--- src/rtl/ipf_pkg.sv ---
package ipf_pkg;
  localparam int WORD_W = 16;

  typedef struct packed {
    logic flush;   // redirect: clear queue, load segment/offset
    logic accept;  // take the current response into the queue
  } ipfStrobe_t;

  typedef enum logic [1:0] {
    FS_HALT  = 2'd0,
    FS_IDLE  = 2'd1,
    FS_WAIT  = 2'd2,
    FS_DRAIN = 2'd3
  } fetchState_t;
endpackage

--- src/rtl/ipf_datapath.sv ---
module ipf_datapath
  import ipf_pkg::*;
#(
  parameter int SEG_W = 16,
  parameter int DEPTH = 6,
  parameter int ADDR_W = SEG_W + 4,
  parameter int CNT_W = $clog2(DEPTH + 1)
) (
  input  logic              clk,
  input  logic              rstN,
  input  ipfStrobe_t        ctl,
  input  logic [SEG_W-1:0]  flushSeg,
  input  logic [SEG_W-1:0]  flushOff,
  input  logic [WORD_W-1:0] rspData,
  input  logic              popReq,
  output logic [ADDR_W-1:0] fetchAddr,
  output logic [CNT_W-1:0]  freeCnt,
  output logic              popValid,
  output logic [7:0]        popByte
);
  localparam int PTR_W = $clog2(DEPTH);

  logic [7:0]       qMem [DEPTH];
  logic [PTR_W-1:0] rdPtr, wrPtr;
  logic [CNT_W-1:0] count;
  logic [SEG_W-1:0] segReg, offReg;
  logic             oddFetch, pushAny, pushTwo, doPop;
  logic [7:0]       firstByte;
  logic [CNT_W-1:0] pushCnt;

  function automatic logic [PTR_W-1:0] bump(input logic [PTR_W-1:0] p);
    return (p == PTR_W'(DEPTH - 1)) ? '0 : p + 1'b1;
  endfunction

  assign oddFetch  = offReg[0];
  assign pushAny   = ctl.accept;
  assign pushTwo   = ctl.accept && !oddFetch;
  assign firstByte = oddFetch ? rspData[15:8] : rspData[7:0];
  assign pushCnt   = CNT_W'(pushAny) + CNT_W'(pushTwo);
  assign popValid  = (count != '0) && !ctl.flush;
  assign doPop     = popValid && popReq;
  assign popByte   = qMem[rdPtr];
  assign freeCnt   = CNT_W'(DEPTH) - count;
  assign fetchAddr = {segReg, 4'b0000} + ADDR_W'(offReg);

  always_ff @(posedge clk) begin
    if (pushAny) qMem[wrPtr] <= firstByte;
    if (pushTwo) qMem[bump(wrPtr)] <= rspData[15:8];
  end

  always_ff @(posedge clk or negedge rstN) begin
    if (!rstN) begin
      rdPtr  <= '0;
      wrPtr  <= '0;
      count  <= '0;
      segReg <= '0;
      offReg <= '0;
    end else if (ctl.flush) begin
      rdPtr  <= '0;
      wrPtr  <= '0;
      count  <= '0;
      segReg <= flushSeg;
      offReg <= flushOff;
    end else begin
      if (doPop) rdPtr <= bump(rdPtr);
      if (pushTwo)      wrPtr <= bump(bump(wrPtr));
      else if (pushAny) wrPtr <= bump(wrPtr);
      count <= count + pushCnt - CNT_W'(doPop);
      if (pushAny) offReg <= offReg + (oddFetch ? SEG_W'(1) : SEG_W'(2));
    end
  end

  AST_NO_OVERFLOW: assert property (@(posedge clk) disable iff (!rstN)
    count <= CNT_W'(DEPTH));

  AST_FLUSH_EMPTY: assert property (@(posedge clk) disable iff (!rstN)
    ctl.flush |=> (count == '0));

  AST_POP_HOLD: assert property (@(posedge clk) disable iff (!rstN)
    (popValid && !popReq) |=> (ctl.flush || (popValid && $stable(popByte))));
endmodule

--- src/rtl/ipf_control.sv ---
module ipf_control
  import ipf_pkg::*;
#(
  parameter int CNT_W = 3
) (
  input  logic             clk,
  input  logic             rstN,
  input  logic             flushValid,
  input  logic             memReqReady,
  input  logic             memRspValid,
  input  logic [CNT_W-1:0] freeCnt,
  output logic             memReqValid,
  output ipfStrobe_t       ctl
);
  fetchState_t state, stateNext;

  assign memReqValid = (state == FS_IDLE) && (freeCnt >= CNT_W'(2)) && !flushValid;
  assign ctl.flush   = flushValid;
  assign ctl.accept  = (state == FS_WAIT) && memRspValid && !flushValid;

  always_comb begin
    stateNext = state;
    unique case (state)
      FS_HALT:  if (flushValid) stateNext = FS_IDLE;
      FS_IDLE:  if (memReqValid && memReqReady) stateNext = FS_WAIT;
      FS_WAIT: begin
        if (memRspValid)     stateNext = FS_IDLE;
        else if (flushValid) stateNext = FS_DRAIN;
      end
      FS_DRAIN: if (memRspValid) stateNext = FS_IDLE;
      default:  stateNext = FS_HALT;
    endcase
  end

  always_ff @(posedge clk or negedge rstN) begin
    if (!rstN) state <= FS_HALT;
    else       state <= stateNext;
  end

  AST_ONE_OUTSTANDING: assert property (@(posedge clk) disable iff (!rstN)
    (memReqValid && memReqReady) |=> !memReqValid);
endmodule

--- src/rtl/ipf_prefetch.sv ---
module ipf_prefetch
  import ipf_pkg::*;
#(
  parameter int SEG_W = 16,
  parameter int QUEUE_DEPTH = 6
) (
  input  logic              clk,
  input  logic              rstN,
  input  logic              flushValid,
  input  logic [SEG_W-1:0]  flushSeg,
  input  logic [SEG_W-1:0]  flushOff,
  output logic              memReqValid,
  input  logic              memReqReady,
  output logic [SEG_W+3:0]  memReqAddr,
  input  logic              memRspValid,
  input  logic [WORD_W-1:0] memRspData,
  output logic              popValid,
  input  logic              popReq,
  output logic [7:0]        popByte
);
  localparam int ADDR_W = SEG_W + 4;
  localparam int CNT_W  = $clog2(QUEUE_DEPTH + 1);

  ipfStrobe_t       ctl;
  logic [CNT_W-1:0] freeCnt;

  ipf_control #(.CNT_W(CNT_W)) u_ctrl (
    .clk(clk), .rstN(rstN), .flushValid(flushValid),
    .memReqReady(memReqReady), .memRspValid(memRspValid),
    .freeCnt(freeCnt), .memReqValid(memReqValid), .ctl(ctl)
  );

  ipf_datapath #(.SEG_W(SEG_W), .DEPTH(QUEUE_DEPTH), .ADDR_W(ADDR_W), .CNT_W(CNT_W)) u_dp (
    .clk(clk), .rstN(rstN), .ctl(ctl), .flushSeg(flushSeg), .flushOff(flushOff),
    .rspData(memRspData), .popReq(popReq), .fetchAddr(memReqAddr),
    .freeCnt(freeCnt), .popValid(popValid), .popByte(popByte)
  );
endmodule

--- config.mk ---
export PLATFORM = sky130hd
export DESIGN_NAME = ipf_prefetch
export DESIGN_NICKNAME = d
export VERILOG_FILES = /design/src/rtl/ipf_pkg.sv /design/src/rtl/ipf_datapath.sv /design/src/rtl/ipf_control.sv /design/src/rtl/ipf_prefetch.sv
export SDC_FILE = /design/constraint.sdc
export NUM_CORES = 1
export LEC_CHECK = 0
export ABC_AREA = 1
export CAP_MARGIN = 20
export CORE_UTILIZATION = 40
export DETAILED_ROUTE_END_ITERATION = 12
export PLACE_DENSITY_LB_ADDON = 0.08
export SETUP_SLACK_MARGIN = 0.3
export SYNTH_ARGS = -nofsm -noshare
export SYNTH_HDL_FRONTEND = slang
export SYNTH_SLANG_ARGS = --single-unit
--- constraint.sdc ---
create_clock -name clk -period 6.9 [get_ports clk]
set_clock_uncertainty 0.2 [all_clocks]
set_input_delay 1.725 -clock clk [delete_from_list [all_inputs] [get_ports clk]]
set_output_delay 1.725 -clock clk [all_outputs]
set_load 0.02 [all_outputs]
==> out/qor.csv <==
stage,metric,value,unit
sta,max_slew_margin,0.450,
worst_setup_path,cp_max_fo,26,
global_route,grt_pass1_vias,5050,
placement,gp_congestion,0.849,
drt,wire_per_inst,14.7,um
synth,synth.area.top_cells,"edfxtp_1 24%, nand2_1 18%, dfrtp_1 18%, inv_1 5.3%, ha_1 4.9%",
synth,synth_top_family_by_area,simple AND/OR/NAND/NOR gates,
synth,synth-main-ff-cell,edfxtp_1,
drt,via_per_inst,5.04,
synth,syn_inst,781,
sta,finalCriticalPeriod,5.08,ns
global_route,grtUsageTotal,0.217,
power,powerDensity,250,nW/um^2
synth,synth_warnings,0,
worst_setup_path,required,4.97,ns
worst_setup_path,cp-end-kind,primary output,
synth,synth_compound_area_frac,0.134,
cts,insertion_delay,0.35,ns
sta,fin_tns_setup,0,ns
synth,synth.area.mux_share,0,
synth,yosys_register_bits,91,
synth,synth_edf_count,48,
synth,synth_nets,860,
drt,firstDrtPassIters,5,
global_route,grt_max_degree,44,
power,power_frac_seq,0.381,
cts,ctsHoldBuffers,0,
synth,synthSimpleGateAreaFrac,0.283,
cts,cts_resized,0,
die,die_h,124,um
drt,drc,0,
cts,cts_buffers,9,
drt,vias,5254,
global_route,grt_overflow,0,
cts,cts_setup_buffers,0,
global_route,antenna_found_initial,0,
sta,grt_setup_unrepaired,no,
cts,clock_tree.root_cell,clkbuf_16,
sta,setup_viol,0,
cells_and_area,multiInputGateArea,2900,um^2
die,io_pins,84,
synth,yosysSeqAreaShare,0.425,
placement,dp_hpwl,11400,um
cells_and_area,final_nets,932,
synth,synthesis.area,5930,um^2
drt,ant_nets,0,
worst_setup_path,crit_path_start_kind,flop,
power,power_switching,648,uW
worst_setup_path,crit_type,reg -> out,
cells_and_area,diodes,0,
sta,clock.fmax,0.197,GHz
drt,drtIter0Drc,304,
cts,clk_pin_slew_worst_paths,0.07,ns
cts,cts_buffer_depth,2,
power,sw_frac_of_total,0.363,
synth,synth_xor_area_frac,0.0163,
power,peakVddDrop,0.119,mV
power,p_leak,0.00334,uW
drt,drt-total-wl,15400,um
outcome,run_status,finished clean,
placement,io_buffer_count,83,
cells_and_area,syn2layout_area_growth,20.2,%
cts,cts_sinks,91,
power,p_int,1140,uW
die,die_width,124,um
synth,yosysMostFrequentCell,nand2_1,
power,combPwrFrac,0.363,
cts,h-tree-depth,3,
hold_path,hold_class,reg -> reg,
power,p_clk_frac,0.256,
sta,period_share,0.736,
die,num_rows,44,
cells_and_area,ff_latch_area,2520,um^2
synth,syn_avg_cell_area,7.59,um^2
sta,worst_pin_slew,0.822,ns
synth,netlist.area_leader.share,0.243,
sta,hold_viol,0,
cells_and_area,final_cells,1042,
global_route,grt_first_pass_wirelength,25000,um
placement,numPlacedInstances,1025,
die,start_util,0.409,
sta,drv_slew,0,
synth,synth_cell_types,38,
cells_and_area,fill_cells,1426,
synth,synth-async-reset-ratio,0.473,
worst_setup_path,arrival,3.16,ns
die,core_area,14500,um^2
synth,synth.largest_area_cell,edfxtp_1,
synth,yosys.area_share.adder,0.0553,
synth,synthTopCellsByCount,"287 x nand2_1, 84 x inv_1, 52 x nor2_1, 48 x edfxtp_1, 44 x o21ai_0",
cells_and_area,drive_above_1_share,0.0653,
job,max_cap_viol_count,0,
cts,cts_tree,yes,
die,die_area,15300,um^2
[critical path, cell delays in order (launching register included)]
cell and delay (ns):
dfrtp_1 0.86, inv_1 0.54, nand2_1 0.17, clkinv_1 0.28, nand2_1 0.14, o211ai_1 0.11
nand2_1 0.07, o21ai_0 0.09, clkdlybuf4s50_1 0.54
[per-stage QoR]
stage,total power (uW),utilization,setup slack [ns],area [um^2],hold WS (ns)
after global routing,1900,0.492,1.56,7130,0.311
after global placement,1320,0.472,2.27,6840,0.262
final,1780,0.492,1.82,7130,0.278
after floorplan,1100,-,2.38,5930,0.246
after detailed placement,1340,0.472,2.20,6840,0.266
after CTS,1800,0.490,1.81,7100,0.282
[state kept, by name (all words and copies together), names as in the netlist]
signal / cells
u_ctrl.state: 2
u_dp.offReg: 16
u_dp.count: 3
u_dp.segReg: 16
u_dp.rdPtr: 3
u_dp.qMem: 48
u_dp.wrPtr: 3
[layout make-up]
cell class	instances	share of cell area
Clock buffer	12	0.0332
Timing Repair Buffer	88	0.123
Multi-Input combinational cell	573	0.407
Inverter	90	0.0476
Clock inverter	4	0.00404
Sequential cell	91	0.353
Tap cell	184	0.0323
[cell usage in the layout, fill, tap and decap left out, types with 6 or more instances in the layout]
cell / n
nand2_1: 287
inv_1: 84
clkdlybuf4s50_1: 81
nor2_1: 52
edfxtp_1: 48
o21ai_0: 44
dfrtp_1: 43
o21ai_1: 37
nand3_1: 36
ha_1: 23
a21oi_1: 19
o21ai_2: 18
o211ai_1: 9
clkbuf_16: 9
xor2_1: 8
nor3_1: 6
[layer usage]
layer  global-route usage  up-vias  routed length (um)
met1                0.299     2471                7530
li1                     -     2669                   -
met4               0.0693        0                 180
met5                    0        -                   0
met2                0.354      102                7170
met3               0.0275       12                 485
[logic make-up (layout without fill, tap and decap cells)]
group	count (synthesis)	after routing
adders and majority gates	25	25
and+or+nand+nor	401	401
xor gates and xnor gates	11	11
DFF	91	91
buffers and inverters	117	194
AOI/OAI and AO/OA	136	136
[power by group through the flow]
stage	clock, uW	combinational (uW)	sequential, uW
after detailed placement	0	649	689
final	456	648	679
after global routing	485	728	686
after floorplan	0	440	659
after CTS	466	652	679
after global placement	0	635	687
[worst paths after layout]
check | start | end | slack (ns) | depth (start not counted)
max in group asynchronous | rstN | u_dp.count[0] | 4.83 | 2
hold reg to reg | u_dp.segReg[5] | u_dp.segReg[5] | 0.28 | 2
min in group asynchronous | rstN | u_dp.offReg[13] | 1.16 | 1
setup / recovery | u_dp.rdPtr[0] | popByte[7] | 1.82 | 8
hold / removal | u_dp.segReg[5] | u_dp.segReg[5] | 0.28 | 2
setup reg to reg | u_ctrl.state[0] | u_dp.qMem[0][5] | 4.30 | 8
No activity file was read; power rests on OpenSTA's default activity.
